File: src/rtl/atrgpio_pkg.sv
package atrgpio_pkg;

  typedef enum logic [1:0] {
    ST_QUIET = 2'b00,
    ST_RX    = 2'b01,
    ST_TX    = 2'b10,
    ST_FDX   = 2'b11
  } radio_state_e;

  typedef enum logic [1:0] {
    UNIT_FULL_A = 2'b00,
    UNIT_LOW    = 2'b01,
    UNIT_HIGH   = 2'b10,
    UNIT_FULL_B = 2'b11
  } wr_unit_e;

  localparam int NUM_REGS   = 6;
  localparam int NUM_STATES = 4;
  localparam int IDX_QUIET  = 0;
  localparam int IDX_RX     = 1;
  localparam int IDX_TX     = 2;
  localparam int IDX_FDX    = 3;
  localparam int IDX_DIR    = 4;
  localparam int IDX_STATIC = 5;

endpackage

File: src/rtl/atrgpio_regbank.sv
module atrgpio_regbank
  import atrgpio_pkg::*;
#(
  parameter int WIDTH  = 32,
  parameter int ADDR_W = 8,
  parameter int STRIDE = 4
) (
  input  logic                             clk,
  input  logic                             rst_n,
  input  logic                             wr_en,
  input  logic [ADDR_W-1:0]                wr_addr,
  input  logic [1:0]                       wr_unit,
  input  logic [WIDTH-1:0]                 wr_data,
  output logic [NUM_STATES-1:0][WIDTH-1:0] pattern_q,
  output logic [WIDTH-1:0]                 dir_q,
  output logic [WIDTH-1:0]                 static_q
);

  localparam int HALF = WIDTH / 2;

  logic [NUM_REGS-1:0][WIDTH-1:0] regs_q;
  logic [NUM_REGS-1:0]            hit;

  function automatic logic [WIDTH-1:0] merge_word(
    input logic [WIDTH-1:0] old_w,
    input logic [WIDTH-1:0] new_w,
    input logic [1:0]       unit
  );
    logic [WIDTH-1:0] res;
    case (wr_unit_e'(unit))
      UNIT_LOW:  res = {old_w[WIDTH-1:HALF], new_w[HALF-1:0]};
      UNIT_HIGH: res = {new_w[HALF-1:0], old_w[HALF-1:0]};
      default:   res = new_w;
    endcase
    return res;
  endfunction

  for (genvar i = 0; i < NUM_REGS; i++) begin : g_reg
    assign hit[i] = wr_en && (wr_addr == ADDR_W'(i * STRIDE));

    always_ff @(posedge clk or negedge rst_n) begin
      if (!rst_n) begin
        regs_q[i] <= '0;
      end else if (hit[i]) begin
        regs_q[i] <= merge_word(regs_q[i], wr_data, wr_unit);
      end
    end

    // a full-word write stores the data
    p_full_store_r1: assert property (@(posedge clk) disable iff (!rst_n)
      (hit[i] && (wr_unit == 2'b00 || wr_unit == 2'b11)) |=> regs_q[i] == $past(wr_data));

    // a low-half write keeps the upper half
    p_low_keeps_high_r7: assert property (@(posedge clk) disable iff (!rst_n)
      (hit[i] && wr_unit == 2'b01) |=> regs_q[i][WIDTH-1:HALF] == $past(regs_q[i][WIDTH-1:HALF]));

    // a high-half write keeps the lower half
    p_high_keeps_low_r7: assert property (@(posedge clk) disable iff (!rst_n)
      (hit[i] && wr_unit == 2'b10) |=> regs_q[i][HALF-1:0] == $past(regs_q[i][HALF-1:0]));
  end

  for (genvar s = 0; s < NUM_STATES; s++) begin : g_pat
    assign pattern_q[s] = regs_q[s];
  end

  assign dir_q    = regs_q[IDX_DIR];
  assign static_q = regs_q[IDX_STATIC];

  // no strobe, no change
  p_idle_hold_r6: assert property (@(posedge clk) disable iff (!rst_n)
    !wr_en |=> $stable(regs_q));

  // strobe on an unmapped address changes nothing
  p_unmapped_r6: assert property (@(posedge clk) disable iff (!rst_n)
    (wr_en && hit == '0) |=> $stable(regs_q));

  initial begin
    assert (WIDTH % 2 == 0) else $error("WIDTH must be even");
    assert (STRIDE > 0) else $error("STRIDE must be positive");
  end

endmodule

File: src/rtl/atrgpio_pinmux.sv
module atrgpio_pinmux
  import atrgpio_pkg::*;
#(
  parameter int WIDTH = 32
) (
  input  logic                             clk,
  input  logic                             rst_n,
  input  logic                             tx_active,
  input  logic                             rx_active,
  input  logic [NUM_STATES-1:0][WIDTH-1:0] pattern_q,
  input  logic [WIDTH-1:0]                 static_q,
  output logic [WIDTH-1:0]                 out_q
);

  radio_state_e     state;
  logic [WIDTH-1:0] chosen;
  logic [WIDTH-1:0] out_d;

  assign state = radio_state_e'({tx_active, rx_active});

  always_comb begin
    case (state)
      ST_RX:   chosen = pattern_q[IDX_RX];
      ST_TX:   chosen = pattern_q[IDX_TX];
      ST_FDX:  chosen = pattern_q[IDX_FDX];
      default: chosen = pattern_q[IDX_QUIET];
    endcase
  end

  for (genvar b = 0; b < WIDTH; b++) begin : g_bit
    assign out_d[b] = static_q[b] ? pattern_q[IDX_QUIET][b] : chosen[b];
  end

  always_ff @(posedge clk or negedge rst_n) begin
    if (!rst_n) out_q <= '0;
    else        out_q <= out_d;
  end

  // all pins static means the quiet pattern is driven
  p_all_static_r3: assert property (@(posedge clk) disable iff (!rst_n)
    (&static_q) |=> out_q == $past(pattern_q[IDX_QUIET]));

  // quiet condition drives the quiet pattern regardless of mask
  p_quiet_state_r2: assert property (@(posedge clk) disable iff (!rst_n)
    (!tx_active && !rx_active) |=> out_q == $past(pattern_q[IDX_QUIET]));

endmodule

File: src/rtl/atrgpio_sync.sv
module atrgpio_sync #(
  parameter int WIDTH  = 32,
  parameter int STAGES = 2
) (
  input  logic             clk,
  input  logic             rst_n,
  input  logic [WIDTH-1:0] d,
  output logic [WIDTH-1:0] q
);

  logic [STAGES-1:0][WIDTH-1:0] chain_q;

  for (genvar s = 0; s < STAGES; s++) begin : g_stage
    if (s == 0) begin : g_first
      always_ff @(posedge clk or negedge rst_n) begin
        if (!rst_n) chain_q[s] <= '0;
        else        chain_q[s] <= d;
      end
    end else begin : g_next
      always_ff @(posedge clk or negedge rst_n) begin
        if (!rst_n) chain_q[s] <= '0;
        else        chain_q[s] <= chain_q[s-1];
      end
    end
  end

  assign q = chain_q[STAGES-1];

endmodule

File: src/rtl/atrgpio_ctrl.sv
module atrgpio_ctrl
  import atrgpio_pkg::*;
#(
  parameter int WIDTH  = 32,
  parameter int ADDR_W = 8,
  parameter int STRIDE = 4
) (
  input  logic              clk,
  input  logic              rst_n,
  input  logic              wr_en,
  input  logic [ADDR_W-1:0] wr_addr,
  input  logic [1:0]        wr_unit,
  input  logic [WIDTH-1:0]  wr_data,
  input  logic              tx_active,
  input  logic              rx_active,
  input  logic [WIDTH-1:0]  pin_in,
  output logic [WIDTH-1:0]  pin_out,
  output logic [WIDTH-1:0]  pin_oe,
  output logic [WIDTH-1:0]  readback
);

  localparam int SYNC_STAGES = 2;

  logic [NUM_STATES-1:0][WIDTH-1:0] pattern_q;
  logic [WIDTH-1:0]                 dir_q;
  logic [WIDTH-1:0]                 static_q;
  logic [WIDTH-1:0]                 pin_sync;

  atrgpio_regbank #(
    .WIDTH  (WIDTH),
    .ADDR_W (ADDR_W),
    .STRIDE (STRIDE)
  ) u_regs (
    .clk       (clk),
    .rst_n     (rst_n),
    .wr_en     (wr_en),
    .wr_addr   (wr_addr),
    .wr_unit   (wr_unit),
    .wr_data   (wr_data),
    .pattern_q (pattern_q),
    .dir_q     (dir_q),
    .static_q  (static_q)
  );

  atrgpio_pinmux #(
    .WIDTH (WIDTH)
  ) u_mux (
    .clk       (clk),
    .rst_n     (rst_n),
    .tx_active (tx_active),
    .rx_active (rx_active),
    .pattern_q (pattern_q),
    .static_q  (static_q),
    .out_q     (pin_out)
  );

  atrgpio_sync #(
    .WIDTH  (WIDTH),
    .STAGES (SYNC_STAGES)
  ) u_sync (
    .clk   (clk),
    .rst_n (rst_n),
    .d     (pin_in),
    .q     (pin_sync)
  );

  assign pin_oe   = dir_q;
  assign readback = (dir_q & pin_out) | (~dir_q & pin_sync);

  // with every pin an output, readback mirrors the driven level
  p_out_readback_r5: assert property (@(posedge clk) disable iff (!rst_n)
    (pin_oe == '1) |-> readback == pin_out);

  // the direction register changes only on a strobed write
  p_oe_stable_r4: assert property (@(posedge clk) disable iff (!rst_n)
    !wr_en |=> $stable(pin_oe));

endmodule

File: config.mk
export PLATFORM = sky130hd
export DESIGN_NAME = atrgpio_ctrl
export DESIGN_NICKNAME = d
export VERILOG_FILES = /design/src/rtl/atrgpio_pkg.sv /design/src/rtl/atrgpio_regbank.sv /design/src/rtl/atrgpio_pinmux.sv /design/src/rtl/atrgpio_sync.sv /design/src/rtl/atrgpio_ctrl.sv
export SDC_FILE = /design/constraint.sdc
export NUM_CORES = 1
export LEC_CHECK = 0
export BUFFER_PORTS_ARGS = -buffer_cell sky130_fd_sc_hd__buf_2
export CAP_MARGIN = 20
export CORE_MARGIN = 1
export CORE_UTILIZATION = 51
export CTS_CLUSTER_SIZE = 20
export DETAILED_ROUTE_END_ITERATION = 8
export GPL_ROUTABILITY_DRIVEN = 0
export PLACE_DENSITY = 0.75
export SLEW_MARGIN = 5
export SYNTH_ARGS = -nofsm -noshare
export SYNTH_HDL_FRONTEND = slang
export SYNTH_SLANG_ARGS = --single-unit
File: constraint.sdc
create_clock -name clk -period 0.9 [get_ports clk]
set_clock_uncertainty 0.15 [all_clocks]
set_input_delay 0.09 -clock clk [delete_from_list [all_inputs] [get_ports clk]]
set_output_delay 0.09 -clock clk [all_outputs]
set_load 0.01 [all_outputs]
==> results of run 1 <==
-- registers in the layout (all words and copies together) (netlist names) --
| signal | count |
|---|---|
| u_mux.out_q | 32 |
| u_regs.dir_q | 32 |
| u_regs.pattern_q | 128 |
| u_regs.static_q | 32 |
| u_sync.chain_q | 32 |
| u_sync.q | 32 |
-- metal layers --
metal | share of wire (%) | up-vias
li1 | - | 3756
met1 | 42 | 4290
met2 | 49 | 302
met3 | 5.8 | 74
met4 | 3.3 | 0
met5 | 0 | -
-- cell usage after synthesis --
| cell type | instances | share of area, % |
|---|---|---|
| buf_6 | 8 | 0.76 |
| buf_2 | 9 | 0.38 |
| nand2_1 | 32 | 1.0 |
| nand4_2 | 2 | 0.21 |
| buf_4 | 1 | 0.063 |
| nor4b_4 | 2 | 0.40 |
| and2b_1 | 1 | 0.063 |
| inv_1 | 34 | 1.1 |
| mux2_2 | 224 | 21 |
| nand3_1 | 32 | 1.3 |
| a21oi_1 | 32 | 1.3 |
| nand4_4 | 2 | 0.36 |
| o21ai_0 | 16 | 0.67 |
| ha_1 | 2 | 0.21 |
| dfrtp_1 | 288 | 61 |
| nor4_4 | 1 | 0.18 |
| o221a_2 | 32 | 3.0 |
| clkbuf_1 | 17 | 0.54 |
| buf_1 | 3 | 0.095 |
| nor2_1 | 67 | 2.1 |
| nor2b_1 | 18 | 0.95 |
| nor2_2 | 1 | 0.053 |
| mux2i_1 | 32 | 2.7 |
| nand3_2 | 8 | 0.67 |
-- logic make-up after synthesis --
family                   Yosys count
flip-flops                       288
multiplexers                     256
AND/OR/NAND/NOR                  166
AO/OA/AOI/OAI                     80
buffers and inverters             72
adder cells (fa/ha/maj)            2
-- worst min path at each step --
stage | to | slack (ps) | cells after the start
after floorplan | u_mux.out_q[0]$_DFF_PN0_ | -360 | 0
after global placement | u_regs.pattern_q[53]$_DFFE_PN0P_ | -190 | 1
after detailed placement | u_regs.pattern_q[53]$_DFFE_PN0P_ | -190 | 1
after CTS | u_regs.pattern_q[53]$_DFFE_PN0P_ | -170 | 2
after global routing | u_regs.pattern_q[121]$_DFFE_PN0P_ | -160 | 2
final | u_regs.pattern_q[53]$_DFFE_PN0P_ | -150 | 2
-- metrics by stage --
stage / area (sq um) / setup TNS [ps] / worst slack, ps
after floorplan: 12300 / -118870 / -675
after global placement: 14200 / -163170 / -848
after detailed placement: 14200 / -167260 / -876
after CTS: 16900 / -109960 / -775
after global routing: 17100 / -129150 / -794
final: 17100 / -116680 / -763
-- power by group through the flow --
stage,clock (mW),combinational (mW),sequential (mW)
after floorplan,0,1.33,13.9
after global placement,0,2.75,13.9
after detailed placement,0,2.80,13.9
after CTS,12.2,3.33,13.7
after global routing,12.7,3.67,13.7
final,12.0,3.41,13.7
-- what timing repair did --
| item | 4_1_cts | 5_1_grt |
|---|---|---|
| setup endpoints to repair | 320 | 320 |
| buffers inserted | 45 | 28 |
| pin swaps | 49 | 19 |
| gates cloned | 12 | 0 |
| resized for setup | 159 | 46 |
| endpoints found under the hold margin | 488 | 103 |
-- layout make-up --
| cell class | instances | area share, % |
|---|---|---|
| tap | 313 | 2.30 |
| sequential | 288 | 42.2 |
| inverter | 34 | 0.821 |
| clock buffer | 47 | 5.43 |
| multi-input combinational | 504 | 27.8 |
| timing repair buffer | 353 | 21.2 |
| clock inverter | 7 | 0.227 |
-- worst max-delay path, stage by stage (launching register included) --
cell and delay, ps:
dfrtp_1 430, mux2_4 330, buf_6 130
==> out/qor.txt, run 1 <==
Outcome: finished with violations
Failing checks: negative hold slack, negative setup slack
Syn Inst Count: 864
Combinational family with the most area after synthesis: multiplexers
Slew headroom: 64.5%
Worst setup path end: readback[1]
Worst reg2reg path depth: 3
Initial core utilization: 52.2%
Clock latency on the worst-skew pair: 540 ps
Compound-Gate Fraction of Synth Area: 5.05%
ANT cells: 0
Adder-cell share of the synthesized area: 0.210%
Sequential power share: 47.1%
Reg clk slew, reported paths: 60 ps
Hold WS: -151 ps
Int Pwr: 22.2 mW
Port bufs: 174
Met1 GRT Util: 34.8%
Met3 Usage GRT: 4.71%
Crit Path Category: flip-flop to output pin
Worst Setup Start Kind: flip-flop
Highest Clock Rate: 0.601 GHz
Max-slew violation count: 0
Root buffer selected by CTS: clkbuf_16
Worst setup EP type: output pin
Area occupied by multi-input gates: 4740 sq um
GRT Max-Usage Layer: met2
Detailed Route WL: 30800 um
P&R area growth vs syn: 43.4%
Syn_nets: 945
Min-Delay Path Class: input pin to asynchronous set/reset pin
Psw: 6.87 mW
Met2 Use GR: 43.8%
DIE AREA: 23900 sq um
Pin count of the biggest net entering global routing: 54
WP data required: 660 ps
Ports: 175
Num rows: 55
Grt ovf: 0
Chip Height: 155 um
Final period utilization: 185%
R2r endpoint: u_regs.dir_q[26]$_DFFE_PN0P_
Most frequent cells in the layout: 288 x dfrtp_1, 184 x mux2_2, 114 x buf_6, 100 x buf_2, 55 x nor2_1
Core area: 22800 sq um
Global-route wire length before repair: 47900 um
Clock Tree Buf Depth: 3
Syn Area/Cell: 13.8 sq um
Max FO, Critical Path: 2
Yosys warns: 0
Final Total Pwr: 29.1 mW
Non-Filler Instances: 1546
Post-CTS Hold Fix Bufs: 34
GRT Util Overall: 26.2%
Logic pwr share: 11.7%
1st-iter DRT viols: 448
DRC Markers: 0
Max cap viols: 0
Leakage Power: 8.54 nW
RR Startpoint: u_regs.dir_q[26]$_DFFE_PN0P_
CTS Sinks: 288
Setup-failing EPs final: 320
FF/Latch Area: 7210 sq um
Max VDD drop: 1.39 mV
Placed cells: 1405
Power per cell area: 1710 nW/um^2
Worst-margin pin slew: 529 ps
Share of layout cells above drive strength 1: 54.9%
Post-Syn Area: 11900 sq um
Post-DP HPWL: 17300 um
Vias per cell: 5.45
Final WS setup: -763 ps
FF+latch count, synth: 288
Number of buffers created by CTS: 30
Final hold vios: 110
RSZ-0062 raised after global routing: true
Sw Ratio: 23.6%
Final #Nets: 1292
Reg2reg setup slack: -290 ps
Power share of the clock group: 41.2%
Util after Layout: 74.9%
Register area share after synthesis: 60.6%
Worst setup startpoint: u_regs.dir_q[1]$_DFFE_PN0P_
Filler cells: 1365
Post-synthesis mux area share: 23.9%
Antenna Violating Nets Remaining: 0
Min cycle time layout: 1660 ps
Vias after detailed routing: 8422
CTS H-tree depth: 1
Initial antenna violation count: 0
CTS tree: built
Drt pass-1 iters: 5
Routed wire per std cell: 19.9 um
Most common cell after layout, fill and taps aside: dfrtp_1
Simple-Gate Fraction of Synth Area: 7.35%
Yosys cell types: 24
Vias in the first global route: 8792
Worst EP arrival: 1420 ps
XOR/XNOR Fraction of Synth Area: 0%
Die width: 155 um
Power figures use the tool's default switching activity.
==> inputs of run 2 (changes only) <==
--- a/config.mk
+++ b/config.mk
@@ -6,13 +6,14 @@
 export NUM_CORES = 1
 export LEC_CHECK = 0
 export BUFFER_PORTS_ARGS = -buffer_cell sky130_fd_sc_hd__buf_2
-export CAP_MARGIN = 20
-export CORE_MARGIN = 1
+export CAP_MARGIN = 30
+export CORE_MARGIN = 3
 export CORE_UTILIZATION = 51
 export CTS_CLUSTER_SIZE = 20
 export DETAILED_ROUTE_END_ITERATION = 8
 export GPL_ROUTABILITY_DRIVEN = 0
 export PLACE_DENSITY = 0.75
+export RECOVER_POWER = 100
 export SLEW_MARGIN = 5
 export SYNTH_ARGS = -nofsm -noshare
 export SYNTH_HDL_FRONTEND = slang
==> run 2 against run 1 <==
The flow still finishes with violations (negative hold slack, negative setup slack). Clock power shrank 3%. Combinational power grew 11%. Cell area grew 2.0%. Global-route usage shrank 0.44 points. Worst setup slack gained 8.8 ps. Clock-buffer cell count shrank 4. Non-clock buffer count grew 14. Die area grew 5.2%. Largest power group unchanged.
==> out/qor.txt, run 2 (synthesized netlist as in run 1, its figures left out) <==
Outcome: finished with violations (unchanged)
Failing checks: negative hold slack, negative setup slack (unchanged)
Drt pass-1 iters: 5 (unchanged)
Num rows: 55 (unchanged)
Util after Layout: 76.4% (was 74.9%)
Filler cells: 1294 (was 1365)
Max VDD drop: 1.23 mV (was 1.39 mV)
Clock Tree Buf Depth: 3 (unchanged)
Core area: 22800 sq um (unchanged)
Max layer used: met4 (unchanged)
Slew headroom: 51.6% (was 64.5%)
Post-DP HPWL: 18100 um (was 17300 um)
Share of layout cells above drive strength 1: 57.7% (was 54.9%)
Reg2reg setup slack: -330 ps (was -290 ps)
1st-iter DRT viols: 569 (was 448)
Worst-margin pin slew: 726 ps (was 529 ps)
P&R area growth vs syn: 46.3% (was 43.4%)
Detailed Route WL: 33100 um (was 30800 um)
Vias after detailed routing: 8549 (was 8422)
ANT cells: 0 (unchanged)
Global-route wire length before repair: 51700 um (was 47900 um)
Most frequent cells in the layout: 288 x dfrtp_1, 178 x mux2_2, 118 x buf_6, 96 x buf_2, 56 x buf_4 (was 288 x dfrtp_1, 184 x mux2_2, 114 x buf_6, 100 x buf_2, 55 x nor2_1)
Max FFs per register: 128 (unchanged)
Routed wire per std cell: 21.2 um (was 19.9 um)
Grt ovf: 0 (unchanged)
Ports: 175 (unchanged)
R2r endpoint: u_regs.dir_q[24]$_DFFE_PN0P_ (was u_regs.dir_q[26]$_DFFE_PN0P_)
Worst EP arrival: 1410 ps (was 1420 ps)
Number of buffers created by CTS: 29 (was 30)
Crit Path Category: flip-flop to output pin (unchanged)
Metal-1 WL: 13800 um (was 12900 um)
Met3 wire length: 1770 um (was 1780 um)
RR Startpoint: u_regs.dir_q[24]$_DFFE_PN0P_ (was u_regs.dir_q[26]$_DFFE_PN0P_)
Min cycle time layout: 1650 ps (was 1660 ps)
Clock latency on the worst-skew pair: 540 ps (about the same)
Max FO, Critical Path: 3 (was 2)
CTS H-tree depth: 1 (unchanged)
Root buffer selected by CTS: clkbuf_16 (unchanged)
Highest Clock Rate: 0.605 GHz (was 0.601 GHz)
Vias per cell: 5.48 (was 5.45)
Leakage Power: 8.69 nW (was 8.54 nW)
Final WS setup: -754 ps (was -763 ps)
Final #Nets: 1305 (was 1292)
Port bufs: 174 (unchanged)
Hold depth: 4
Die width: 159 um (was 155 um)
Initial antenna violation count: 0 (unchanged)
Power per cell area: 1670 nW/um^2 (was 1710 nW/um^2)
Max cap viols: 0 (unchanged)
Vias in the first global route: 9328 (was 8792)
Final hold vios: 130 (was 110)
Initial core utilization: 52.2% (unchanged)
Most common cell after layout, fill and taps aside: dfrtp_1 (unchanged)
Max stage delay cell, worst path: dfrtp_1 (unchanged)
Final Total Pwr: 29.1 mW (about the same)
RSZ-0062 raised after global routing: true (unchanged)
Chip Height: 159 um (was 155 um)
Setup-failing EPs final: 580 (was 320)
Hold WS: -166 ps (was -151 ps)
Worst Setup Start Kind: flip-flop (unchanged)
WP data required: 660 ps (about the same)
GRT Util Overall: 25.8% (was 26.2%)
DIE AREA: 25200 sq um (was 23900 sq um)
Pin count of the biggest net entering global routing: 41 (was 54)
Met2 wire length: 16900 um (was 15000 um)
Max-slew violation count: 0 (unchanged)
CTS Sinks: 288 (unchanged)
Hold path endpoint: u_regs.pattern_q[21]$_DFFE_PN0P_
Min-Delay Path Class: input pin to flip-flop (was input pin to asynchronous set/reset pin)
Delay of the slowest cell on the worst path: 430 ps (about the same)
CP Cell Sequence: mux2_4, buf_6 (unchanged)
Worst setup EP type: output pin (unchanged)
CTS tree: built (unchanged)
Hold path start: wr_data[21]
Antenna Violating Nets Remaining: 0 (unchanged)
Final period utilization: 184% (was 185%)
Worst reg2reg path depth: 3 (unchanged)
DRC Markers: 0 (unchanged)
Reg clk slew, reported paths: 60 ps (about the same)
## run 2: cell count changes in the layout (fill, tap and decap cells not counted), moves of 7 or more
cell | before | now
dlygate4sd3_1 | 34 | 42
nand2_1 | 32 | 23
nor2b_4 | 3 | 10
o21ai_2 | 0 | 7
o21ai_1 | 11 | 0
o21ai_4 | 0 | 8
nor2_2 | 11 | 20
nor2_1 | 55 | 45
## run 2: area by class of cell
class | count | area (sq um) | share of cell area [%]
inverters | 34 | 143 | 0.820
clock buffers | 43 | 838 | 4.82
repair buffers | 367 | 3730 | 21.4
flip-flops and latches | 288 | 7210 | 41.4
clock inverters | 10 | 81.3 | 0.467
multi-input cells | 504 | 5000 | 28.8
well taps | 313 | 392 | 2.25
## run 2: worst max path at each step
stage / start / end / slack, ps / cells past startpoint
2_1_floorplan: wr_addr[5] / u_regs.pattern_q[53]$_DFFE_PN0P_ / -670 / 5
3_3_place_gp: wr_unit[0] / u_regs.pattern_q[63]$_DFFE_PN0P_ / -870 / 8
3_5_place_dp: wr_addr[4] / u_regs.dir_q[9]$_DFFE_PN0P_ / -850 / 5
4_1_cts: u_regs.dir_q[3]$_DFFE_PN0P_ / readback[3] / -760 / 2
5_1_grt: u_regs.dir_q[24]$_DFFE_PN0P_ / readback[24] / -790 / 2
6_report: u_regs.dir_q[0]$_DFFE_PN0P_ / readback[0] / -750 / 2
## run 2: metal layers
layer / global-route usage, % / vias to the layer above
li1: - / 3786
met1: 34.6 / 4444
met2: 44.5 / 268
met3: 4.28 / 51
met4: 5.65 / 0
met5: 0 / -
## run 2: what timing repair did
item	4_1_cts	5_1_grt
hold buffers	41	1
buffers inserted	58	33
cloned	11	0
pin swaps	52	26
endpoints found under the hold margin	505	122
resized for setup	210	80
endpoints found under the setup margin	320	320
## run 2: worst max-delay path, delay by kind of cell (launching register included)
family	cells	cell delay [ps]
DFF	1	430
muxes	1	330
buffers and inverters	1	120
## run 2: metrics by stage
step	worst slack, ps	cell area, sq um	setup TNS, ps	instances
finish	-754	17400	-135240	1559
global placement	-869	14300	-162410	1410
global route	-789	17400	-176000	1559
CTS	-759	17100	-101110	1546
floorplan	-675	12300	-118870	864
detailed placement	-851	14300	-166350	1410
## run 2: report_power, final
| group | total (mW) | leakage (nW) | internal, mW | switching [mW] |
|---|---|---|---|---|
| clock network | 11.6 | 0.456 | 6.71 | 4.92 |
| registers | 13.7 | 3.82 | 13.4 | 0.288 |
| logic | 3.79 | 4.42 | 1.96 | 1.83 |
| total | 29.1 | 8.69 | 22.1 | 7.04 |
==> inputs of run 3 (changes only) <==
--- a/config.mk
+++ b/config.mk
@@ -5,14 +5,15 @@
 export SDC_FILE = /design/constraint.sdc
 export NUM_CORES = 1
 export LEC_CHECK = 0
+export ABC_AREA = 1
 export BUFFER_PORTS_ARGS = -buffer_cell sky130_fd_sc_hd__buf_2
 export CAP_MARGIN = 30
 export CORE_MARGIN = 3
-export CORE_UTILIZATION = 51
+export CORE_UTILIZATION = 52
 export CTS_CLUSTER_SIZE = 20
 export DETAILED_ROUTE_END_ITERATION = 8
 export GPL_ROUTABILITY_DRIVEN = 0
-export PLACE_DENSITY = 0.75
+export PLACE_DENSITY = 0.76
 export RECOVER_POWER = 100
 export SLEW_MARGIN = 5
 export SYNTH_ARGS = -nofsm -noshare
==> run 3 against run 2 <==
Synthesized cell count increased by 63%. Wire length increased by 38%. The run still ends with negative hold slack, negative setup slack left. Sequential power about the same. Sequential share of layout area decreased by 3.0 points. Largest power group unchanged. Area after synthesis increased by 5.7%. Core utilization increased by 3.0 points. Largest cell class unchanged. Fmax decreased by 2.2%. Critical path depth unchanged. Non-clock buffer count increased by 71. First-iteration DRC count increased to 3.3 times the previous value. Critical path type unchanged.
==> out/qor.txt, run 3 <==
Outcome: finished with violations (unchanged)
Failing checks: negative hold slack, negative setup slack (unchanged)
Register area share after synthesis: 57.3% (was 60.6%)
ANT cells: 0 (unchanged)
Syn_nets: 1493 (was 945)
1st-iter DRT viols: 1895 (was 569)
Power per cell area: 1650 nW/um^2 (was 1670 nW/um^2)
Most frequent cells in the layout: 439 x nand2_1, 288 x dfrtp_1, 192 x nand4_1, 162 x buf_6, 91 x buf_2 (was 288 x dfrtp_1, 178 x mux2_2, 118 x buf_6, 96 x buf_2, 56 x buf_4)
Num rows: 56 (was 55)
Worst setup EP type: output pin (unchanged)
Worst-margin pin slew: 523 ps (was 726 ps)
Yosys warns: 0 (unchanged)
Vias after detailed routing: 12900 (was 8549)
Share of layout cells above drive strength 1: 38.9% (was 57.7%)
Clock Tree Buf Depth: 3 (unchanged)
Initial antenna violation count: 1 (was 0)
Post-synth EDFFs: 0 (unchanged)
CTS tree: built (unchanged)
Highest Clock Rate: 0.591 GHz (was 0.605 GHz)
DIE AREA: 26100 sq um (was 25200 sq um)
CTS Sinks: 288 (unchanged)
FF+latch count, synth: 288 (unchanged)
Root buffer selected by CTS: clkbuf_16 (unchanged)
Antenna Violating Nets Remaining: 0 (unchanged)
Initial core utilization: 53.3% (was 52.2%)
Die width: 162 um (was 159 um)
Final instance area: 18700 sq um (was 17400 sq um)
Leakage Power: 9.78 nW (was 8.69 nW)
Worst Setup Start Kind: flip-flop (unchanged)
Final Total Pwr: 30.9 mW (was 29.1 mW)
Filler cells: 1329 (was 1294)
Chip Height: 162 um (was 159 um)
Post-Syn Area: 12600 sq um (was 11900 sq um)
Placed inst area: 15300 sq um (was 14300 sq um)
Crit Path Category: flip-flop to output pin (unchanged)
Max FFs per register: 128 (unchanged)
Most common cell after layout, fill and taps aside: nand2_1 (was dfrtp_1)
GRT Util Overall: 30.5% (was 25.8%)
Synth async-reset ratio: 100% (unchanged)
Syn Inst Count: 1412 (was 864)
CP Cell Sequence: mux2_4, buf_6 (unchanged)
Core area: 23600 sq um (was 22800 sq um)
Share of the synthesized area in the top cell type: 57.3% (was 60.6%)
Max cap viols: 0 (unchanged)
Max stage delay cell, worst path: dfrtp_1 (unchanged)
Global-route wire length before repair: 64200 um (was 51700 um)
Non-Filler Instances: 2129 (was 1559)
DRC Markers: 0 (unchanged)
Ranking of synthesized cells by area: dfrtp_1 57%, nand2_1 16%, nand4_1 9.5% (was dfrtp_1 61%, mux2_2 21%, o221a_2 3.0%)
Pin count of the biggest net entering global routing: 55 (was 41)
Port bufs: 174 (unchanged)
Clock latency on the worst-skew pair: 550 ps (was 540 ps)
Delay of the slowest cell on the worst path: 440 ps (was 430 ps)
Min cycle time layout: 1690 ps (was 1650 ps)
Final WS setup: -791 ps (was -754 ps)
Hold WS: -173 ps (was -166 ps)
Vias per cell: 6.08 (was 5.48)
Routed wire per std cell: 21.5 um (was 21.2 um)
Drt pass-1 iters: 6 (was 5)
Post-DP HPWL: 24200 um (was 18100 um)
Worst EP arrival: 1450 ps (was 1410 ps)
Setup-failing EPs final: 264 (was 580)
WP data required: 660 ps (about the same)
Final period utilization: 188% (was 184%)
P&R area growth vs syn: 49.1% (was 46.3%)
Post-synth top cells: 534 x nand2_1, 288 x dfrtp_1, 192 x nand4_1 (was 288 x dfrtp_1, 224 x mux2_2, 67 x nor2_1)
Max-slew violation count: 0 (unchanged)
CTS H-tree depth: 1 (unchanged)
Most frequent cell after synthesis: nand2_1 (was dfrtp_1)
Max FO, Critical Path: 2 (was 3)
Syn Area/Cell: 8.91 sq um (was 13.8 sq um)
Max VDD drop: 1.21 mV (was 1.23 mV)
Yosys cell types: 20 (was 24)
Ports: 175 (unchanged)
Min-Delay Path Class: input pin to flip-flop (unchanged)
Reg clk slew, reported paths: 70 ps (was 60 ps)
Slew headroom: 65.2% (was 51.6%)
Final hold vios: 75 (was 130)
Final #Nets: 1870 (was 1305)
Number of buffers created by CTS: 29 (unchanged)
Grt ovf: 0 (unchanged)
Post-synth top flop: dfrtp_1 (unchanged)
RSZ-0062 raised after global routing: true (unchanged)
Setup TNS: -63400 ps (was -135240 ps)
Vias in the first global route: 12600 (was 9328)
Detailed Route WL: 45700 um (was 33100 um)
Placed cells: 1948 (was 1410)
Largest area contributor in the netlist: dfrtp_1 (unchanged)
-- run 3: cell count changes after synthesis, moves of 31 or more --
cell,delta
buf_2,+47
mux2_2,-192
o221a_2,-32
nand3_1,+31
mux2i_1,-32
nand2_1,+502
nand4_1,+192
nor2_1,+56
-- run 3: area by class of cell --
class | count | area, sq um | share of cell area [%]
flip-flops and latches | 288 | 7210 | 38.4
multi-input cells | 986 | 5720 | 30.5
repair buffers | 438 | 4180 | 22.3
clock buffers | 38 | 820 | 4.37
well taps | 319 | 399 | 2.13
clock inverters | 14 | 220 | 1.17
inverters | 45 | 198 | 1.05
repair inverters | 1 | 6.26 | 0.0334
-- run 3: metal layers --
layer	track usage [%]	vias up	share of wire [%]	routed length (um)
met4	12.2	2	6.2	2820
met3	6.54	297	12	5450
li1	-	5435	-	-
met5	0	-	0.026	12
met2	50.5	1088	47	21400
met1	39.6	6122	35	16000
-- run 3: path summary, 6_finish.rpt --
check                                                      start                          endpoint  slack (ps)  depth (start not counted)
min in group asynchronous                                  rst_n  u_regs.pattern_q[26]$_DFFE_PN0P_         -70                          2
worst max-delay path                u_regs.dir_q[22]$_DFFE_PN0P_                      readback[22]        -790                          2
worst min register to register       u_sync.chain_q[3]$_DFF_PN0_             u_sync.q[3]$_DFF_PN0_         200                          0
max in group asynchronous                                  rst_n             u_sync.q[5]$_DFF_PN0_          30                          3
worst min-delay path                                  wr_data[6]  u_regs.pattern_q[38]$_DFFE_PN0P_        -170                          5
worst max register to register  u_regs.pattern_q[87]$_DFFE_PN0P_         u_mux.out_q[23]$_DFF_PN0_        -230                          4
-- run 3: critical path, delay by kind of cell (launching register included) --
family,cells,cell delay (ps)
muxes,1,330
buffers and inverters,1,130
DFF,1,440
-- run 3: where the power goes --
group / total (mW) / internal [mW] / switching (mW)
logic: 4.09 / 1.76 / 2.33
registers: 13.7 / 13.4 / 0.284
clock network: 13.2 / 8.07 / 5.08
-- run 3: what timing repair did --
item | in CTS | in global routing
resized for setup | 155 | 198
hold endpoints to repair | 512 | 97
pin swaps | 55 | 109
buffers inserted | 31 | 69
gates cloned | 0 | 4
setup endpoints to repair | 299 | 293
hold buffers | 60 | 2
-- run 3: through the flow --
step	utilization [%]	worst slack, ps
2_1_floorplan	-	-333
3_3_place_gp	64.7	-716
3_5_place_dp	64.7	-747
4_1_cts	75.4	-739
5_1_grt	79.4	-806
6_report	79.4	-791
-- run 3: logic make-up (layout without fill, tap and decap cells) --
kind of cell,Yosys count,after routing,synth area share [%]
DFF,288,288,57.3
and+or+nand+nor,936,939,33.8
muxes,32,32,2.86
AOI/OAI and AO/OA,13,13,0.517
buffers and inverters,141,536,5.35
adders and majority gates,2,2,0.199
